==> config.mk <==
export PLATFORM = sky130hd
export DESIGN_NAME = cfg_access_engine
export DESIGN_NICKNAME = d
export VERILOG_FILES = /design/src/rtl/cfg_access_pkg.sv /design/src/rtl/cfg_addr_build.sv /design/src/rtl/cfg_lane_unit.sv /design/src/rtl/cfg_status_unit.sv /design/src/rtl/cfg_access_engine.sv
export SDC_FILE = /design/constraint.sdc
export NUM_CORES = 1
export LEC_CHECK = 0
export BUFFER_PORTS_ARGS = -buffer_cell sky130_fd_sc_hd__buf_2
export CAP_MARGIN = 20
export CORE_MARGIN = 3
export CORE_UTILIZATION = 58
export CTS_CLUSTER_DIAMETER = 120
export DETAILED_ROUTE_END_ITERATION = 6
export PLACE_DENSITY = 0.88
export SLEW_MARGIN = 10
export SYNTH_ARGS = -nofsm -noshare
export SYNTH_HDL_FRONTEND = slang
export SYNTH_HIERARCHICAL = 1
export SYNTH_SLANG_ARGS = --single-unit
==> constraint.sdc <==
create_clock -name clk -period 5.7 [get_ports clk]
set_input_delay 0.285 -clock clk [delete_from_list [all_inputs] [get_ports clk]]
set_output_delay 0.285 -clock clk [all_outputs]
set_load 0.02 [all_outputs]
==> src/rtl/cfg_access_pkg.sv <==
package cfg_access_pkg;
  typedef enum logic [1:0] {ST_IDLE, ST_CYC, ST_CHK} eng_state_t;

  localparam logic [1:0] SZ_BYTE = 2'd0;
  localparam logic [1:0] SZ_HALF = 2'd1;

  // size codes 2 and 3 both mean a full word
  function automatic logic is_word(input logic [1:0] sz);
    return sz[1];
  endfunction
endpackage

==> src/rtl/cfg_addr_build.sv <==
module cfg_addr_build #(
  parameter int BUS_W     = 8,
  parameter int DEV_W     = 5,
  parameter int FUNC_W    = 3,
  parameter int REG_W     = 8,
  parameter int ADDR_W    = 32,
  parameter int LOCAL_BUS = 0
) (
  input  logic [BUS_W-1:0]  bus,
  input  logic [DEV_W-1:0]  dev,
  input  logic [FUNC_W-1:0] func,
  input  logic [REG_W-1:0]  reg_off,
  output logic [ADDR_W-1:0] addr
);
  localparam int FUNC_LSB = 8;
  localparam int DEV_LSB  = 11;
  localparam int BUS_LSB  = 16;
  localparam int IDSEL_N  = ADDR_W - BUS_LSB;

  logic [ADDR_W-1:0] idsel;
  logic [ADDR_W-1:0] common;

  // one-hot select line for local-bus targets
  assign idsel[BUS_LSB-1:0] = '0;
  for (genvar i = 0; i < IDSEL_N; i++) begin : g_idsel
    assign idsel[BUS_LSB+i] = (32'(dev) == i);
  end

  // fields shared by both forms, dword-aligned offset
  assign common = (ADDR_W'(dev) << DEV_LSB) | (ADDR_W'(func) << FUNC_LSB) |
                  (ADDR_W'(reg_off) & ~ADDR_W'(3));

  always_comb begin
    if (32'(bus) == LOCAL_BUS) addr = common | idsel;
    else addr = common | (ADDR_W'(bus) << BUS_LSB) | ADDR_W'(1);
  end
endmodule

==> src/rtl/cfg_lane_unit.sv <==
module cfg_lane_unit #(
  parameter int DATA_W = 32
) (
  input  logic [DATA_W-1:0]             word,
  input  logic [DATA_W-1:0]             wdata,
  input  logic [$clog2(DATA_W/8)-1:0]   lane,
  input  logic [1:0]                    size,
  output logic [DATA_W-1:0]             aligned,
  output logic [DATA_W-1:0]             merged
);
  import cfg_access_pkg::*;
  localparam int NBYTES = DATA_W / 8;
  localparam int LW     = $clog2(NBYTES);

  logic [DATA_W-1:0] wsmall, shifted;
  logic [LW:0] lo, hi;

  // addressed byte lane moved to bit 0
  assign aligned = word >> {lane, 3'b000};

  assign wsmall  = (size == SZ_BYTE) ? (wdata & DATA_W'(8'hFF)) : (wdata & DATA_W'(16'hFFFF));
  assign shifted = wsmall << {lane, 3'b000};
  assign lo      = {1'b0, lane};
  assign hi      = lo + ((size == SZ_BYTE) ? (LW+1)'(1) : (LW+1)'(2));

  // per-lane replace for read-modify-write
  for (genvar b = 0; b < NBYTES; b++) begin : g_lane
    logic sel;
    assign sel = ((LW+1)'(b) >= lo) && ((LW+1)'(b) < hi);
    assign merged[8*b +: 8] = sel ? shifted[8*b +: 8] : word[8*b +: 8];
  end
endmodule

==> src/rtl/cfg_status_unit.sv <==
module cfg_status_unit #(
  parameter int          STAT_W = 16,
  parameter logic [15:0] P_MASK = 16'hF900,
  parameter logic [15:0] S_MASK = 16'h679F
) (
  input  logic              clk,
  input  logic              rst,
  input  logic              capture,
  input  logic [STAT_W-1:0] p_in,
  input  logic [STAT_W-1:0] s_in,
  input  logic              clear,
  output logic              hit
);
  logic [STAT_W-1:0] p_q, s_q;
  localparam logic [STAT_W-1:0] PM = STAT_W'(P_MASK);
  localparam logic [STAT_W-1:0] SM = STAT_W'(S_MASK);

  // only masked bits count; only masked bits are cleared
  assign hit = (|(p_q & PM)) | (|(s_q & SM));

  always_ff @(posedge clk) begin
    if (rst) begin
      p_q <= '0;
      s_q <= '0;
    end else if (capture) begin
      p_q <= p_q | p_in;
      s_q <= s_q | s_in;
    end else if (clear) begin
      p_q <= p_q & ~PM;
      s_q <= s_q & ~SM;
    end
  end
endmodule

==> src/rtl/cfg_access_engine.sv <==
module cfg_access_engine #(
  parameter int BUS_W     = 8,
  parameter int DEV_W     = 5,
  parameter int FUNC_W    = 3,
  parameter int REG_W     = 8,
  parameter int DATA_W    = 32,
  parameter int STAT_W    = 16,
  parameter int LOCAL_BUS = 0
) (
  input  logic              clk,
  input  logic              rst,
  input  logic              req_valid,
  output logic              req_ready,
  input  logic [BUS_W-1:0]  req_bus,
  input  logic [DEV_W-1:0]  req_dev,
  input  logic [FUNC_W-1:0] req_func,
  input  logic [REG_W-1:0]  req_reg,
  input  logic [1:0]        req_size,
  input  logic              req_write,
  input  logic [DATA_W-1:0] req_wdata,
  output logic              busy,
  output logic              done,
  output logic [DATA_W-1:0] rdata,
  output logic              err,
  output logic              tgt_req,
  output logic              tgt_we,
  output logic [DATA_W-1:0] tgt_addr,
  output logic [DATA_W-1:0] tgt_wdata,
  input  logic              tgt_ack,
  input  logic [DATA_W-1:0] tgt_rdata,
  input  logic [STAT_W-1:0] tgt_pstat,
  input  logic [STAT_W-1:0] tgt_sstat
);
  import cfg_access_pkg::*;
  localparam int LW = $clog2(DATA_W/8);

  eng_state_t        state;
  logic              r_write;
  logic [1:0]        r_size;
  logic [LW-1:0]     r_lane;
  logic [DATA_W-1:0] r_wdata, word_q, addr_new, aligned, merged;
  logic              hit, accept, rmw_next;

  cfg_addr_build #(.BUS_W(BUS_W), .DEV_W(DEV_W), .FUNC_W(FUNC_W), .REG_W(REG_W),
                   .ADDR_W(DATA_W), .LOCAL_BUS(LOCAL_BUS)) addr_i (
    .bus(req_bus), .dev(req_dev), .func(req_func), .reg_off(req_reg), .addr(addr_new));

  cfg_lane_unit #(.DATA_W(DATA_W)) lane_i (
    .word(word_q), .wdata(r_wdata), .lane(r_lane), .size(r_size),
    .aligned(aligned), .merged(merged));

  cfg_status_unit #(.STAT_W(STAT_W)) stat_i (
    .clk(clk), .rst(rst), .capture(state == ST_CYC && tgt_ack),
    .p_in(tgt_pstat), .s_in(tgt_sstat), .clear(state == ST_CHK), .hit(hit));

  assign req_ready = (state == ST_IDLE);
  assign busy      = (state != ST_IDLE);
  assign tgt_req   = (state == ST_CYC);
  assign accept    = req_valid && req_ready;
  // write-back only after a clean read half
  assign rmw_next  = r_write && !is_word(r_size) && !tgt_we && !hit;

  always_ff @(posedge clk) begin
    if (rst) begin
      state     <= ST_IDLE;
      done      <= 1'b0;
      err       <= 1'b0;
      rdata     <= '0;
      tgt_we    <= 1'b0;
      tgt_addr  <= '0;
      tgt_wdata <= '0;
      word_q    <= '0;
      r_write   <= 1'b0;
      r_size    <= '0;
      r_lane    <= '0;
      r_wdata   <= '0;
    end else begin
      done <= 1'b0;
      unique case (state)
        ST_IDLE: if (accept) begin
          r_write   <= req_write;
          r_size    <= req_size;
          r_lane    <= req_reg[LW-1:0];
          r_wdata   <= req_wdata;
          tgt_addr  <= addr_new;
          tgt_we    <= req_write && is_word(req_size);
          tgt_wdata <= req_wdata;
          state     <= ST_CYC;
        end
        ST_CYC: if (tgt_ack) begin  // outputs held until here
          word_q <= tgt_rdata;
          state  <= ST_CHK;
        end
        ST_CHK: if (rmw_next) begin
          tgt_wdata <= merged;
          tgt_we    <= 1'b1;
          state     <= ST_CYC;
        end else begin
          done  <= 1'b1;
          err   <= hit;
          rdata <= r_write ? '0 : (hit ? '1 : aligned);
          state <= ST_IDLE;
        end
        default: state <= ST_IDLE;
      endcase
    end
  end
endmodule

==> impl_metrics.ini <==
[sta]
finalSetupViolCount = 0
min_period_ns = 3.20
tightest_slew_ns = 1.03
rsz0062_at_grt = false
clock_skew_ns = 0.00838
finalHoldViolations = 0
post-route-worst-setup-slack_ns = 2.50
timing.fmax_ghz = 0.312
fin_crit_sh_pct = 56.2
finalSetupTns_ns = 0
relSlewSlack_pct = 31.0
slew_violations = 0

[drt]
drt_pass1_iterations = 5
wl_per_cell_um = 17.4
vias = 7660
first_iter_violations = 644
drc = 0
antenna_left = 0
via_per_inst = 5.77
routed_wl_mm = 23.1

[global_route]
grt_pass1_wl_mm = 36.6
grt_pass1_vias = 7282
grt_antenna_before_repair = 4
grt_use_total_pct = 28.6
grt_max_degree = 87
gr-total-overflow = 0

[power_and_ir_drop]
ir_worst_vdd_mv = 0.226
switching_share_pct = 28.2
clock_power_share_pct = 38.5
switching_power_uw = 834
powerDensity_nw_per_um2 = 308
power_frac_comb_pct = 16.9
p_int_mw = 2.12
leakage_nw = 3.79
pwr-share-seq_pct = 44.5

[cts]
cts.path.max_buffers = 2
cts_resized = 0
cts_tree = yes
path_clk_slew_ns = 0.07
postCtsSetupRepairBufs = 0
cts_buffers = 17
cts.sinks = 171
cts_root_buf = clkbuf_16
htree_levels = 4
postCtsHoldBufs = 0
clk_latency_ns = 0.42

[setup_path]
worstReg2RegStart = r_lane[0]$_SDFFE_PP0P_
startpoint = r_lane[0]$_SDFFE_PP0P_
critPathCaptureType = flip-flop
crit_arrival_ns = 3.46
path_class = reg2reg
critPathLaunchType = flip-flop
cp_max_fo = 48
critPathRequiredTime_ns = 5.96

[outcome]
status = completed

[floorplan]
die_x_um = 125
die_h_um = 125
ios = 229
rows = 42
die-area_um2 = 15600
coreArea_um2 = 13500
start_util_pct = 60.7

[logic_synthesis]
postSynthCellCount = 999
synth_area_um2 = 8190
avgSynthCellArea_um2 = 8.20
syn-num-nets = 1128
yosysWarnings = 6

[layout]
syn_to_final_growth_pct = 16.8
layout-drive-gt1-share_pct = 25.4
final_cell_mix = buf_2 (212), nand2_1 (189), dfxtp_1 (170), a21oi_1 (135), nor2_1 (78)
final_common_cell = buf_2
nets = 1265
finalCoreUtilization_pct = 70.9

[job]
maxCapViolations = 0

[placed_design]
dp_worst_setup_slack_ns = 2.55
place_congestion = 0.924
io_buffer_count = 213
dp_hpwl_mm = 15.7

[hold_path]
min_from = req_func[0]
hp-class = in2reg
critical path, cell delays in order, from the launching register on:
cell      delay (ns)
dfxtp_2         1.01
ha_1            0.29
inv_1           0.06
fa_1            0.52
nand2b_4        0.18
a22oi_4         0.28
mux2_2          0.40
mux2i_1         0.19
a211oi_1        0.11
path summary, 6_finish.rpt:
path / to / slack, ns / cells after the start
setup / recovery: tgt_wdata[18]$_SDFFE_PP0P_ / 2.50 / 8
hold reg to reg: tgt_addr[17]$_SDFFE_PP0P_ / 0.45 / 2
hold / removal: tgt_addr[8]$_SDFFE_PP0P_ / 0.1 / 3
setup reg to reg: tgt_wdata[18]$_SDFFE_PP0P_ / 2.50 / 8
power groups by stage:
| stage | Clock [mW] | Sequential [mW] | Combinational [mW] |
|---|---|---|---|
| 2_1_floorplan | 0 | 1.37 | 0.322 |
| 3_3_place_gp | 0 | 1.34 | 0.481 |
| 3_5_place_dp | 0 | 1.34 | 0.491 |
| 4_1_cts | 1.15 | 1.31 | 0.495 |
| 5_1_grt | 1.20 | 1.32 | 0.549 |
| 6_report | 1.14 | 1.31 | 0.500 |
final cells by class:
type	instances	area [µm²]
Clock buffer	22	464
Inverter	5	18.8
Timing Repair Buffer	225	1180
Multi-Input combinational cell	716	4140
Clock inverter	10	118
Fill cell	1110	3930
Sequential cell	171	3420
Tap cell	176	220
Antenna cell	3	7.51
routing by layer:
metal	track usage (%)	vias to the layer above	part of all wire [%]
li1	-	3747	-
met4	11.5	2	3.3
met1	35.3	3521	40
met3	8.19	58	8.8
met2	47.0	332	47
met5	0	-	0.030
state kept, by name, summed over array words and instances (netlist names), 6 cells and up:
name / count
tgt_addr: 32
stat_i/s_q: 11
r_wdata: 16
tgt_wdata: 32
stat_i/p_q: 6
rdata: 32
word_q: 32
through the flow:
stage	hold WS [ns]	instance area, µm²	total power [mW]	instances
after CTS	0.0882	9540	2.96	1324
after global placement	0.438	8960	1.82	1292
final	0.0953	9570	2.95	1328
after floorplan	0.421	8190	1.69	999
after global routing	0.0932	9570	3.07	1328
after detailed placement	0.444	8960	1.83	1292
No activity file was read; power rests on OpenSTA's default activity.
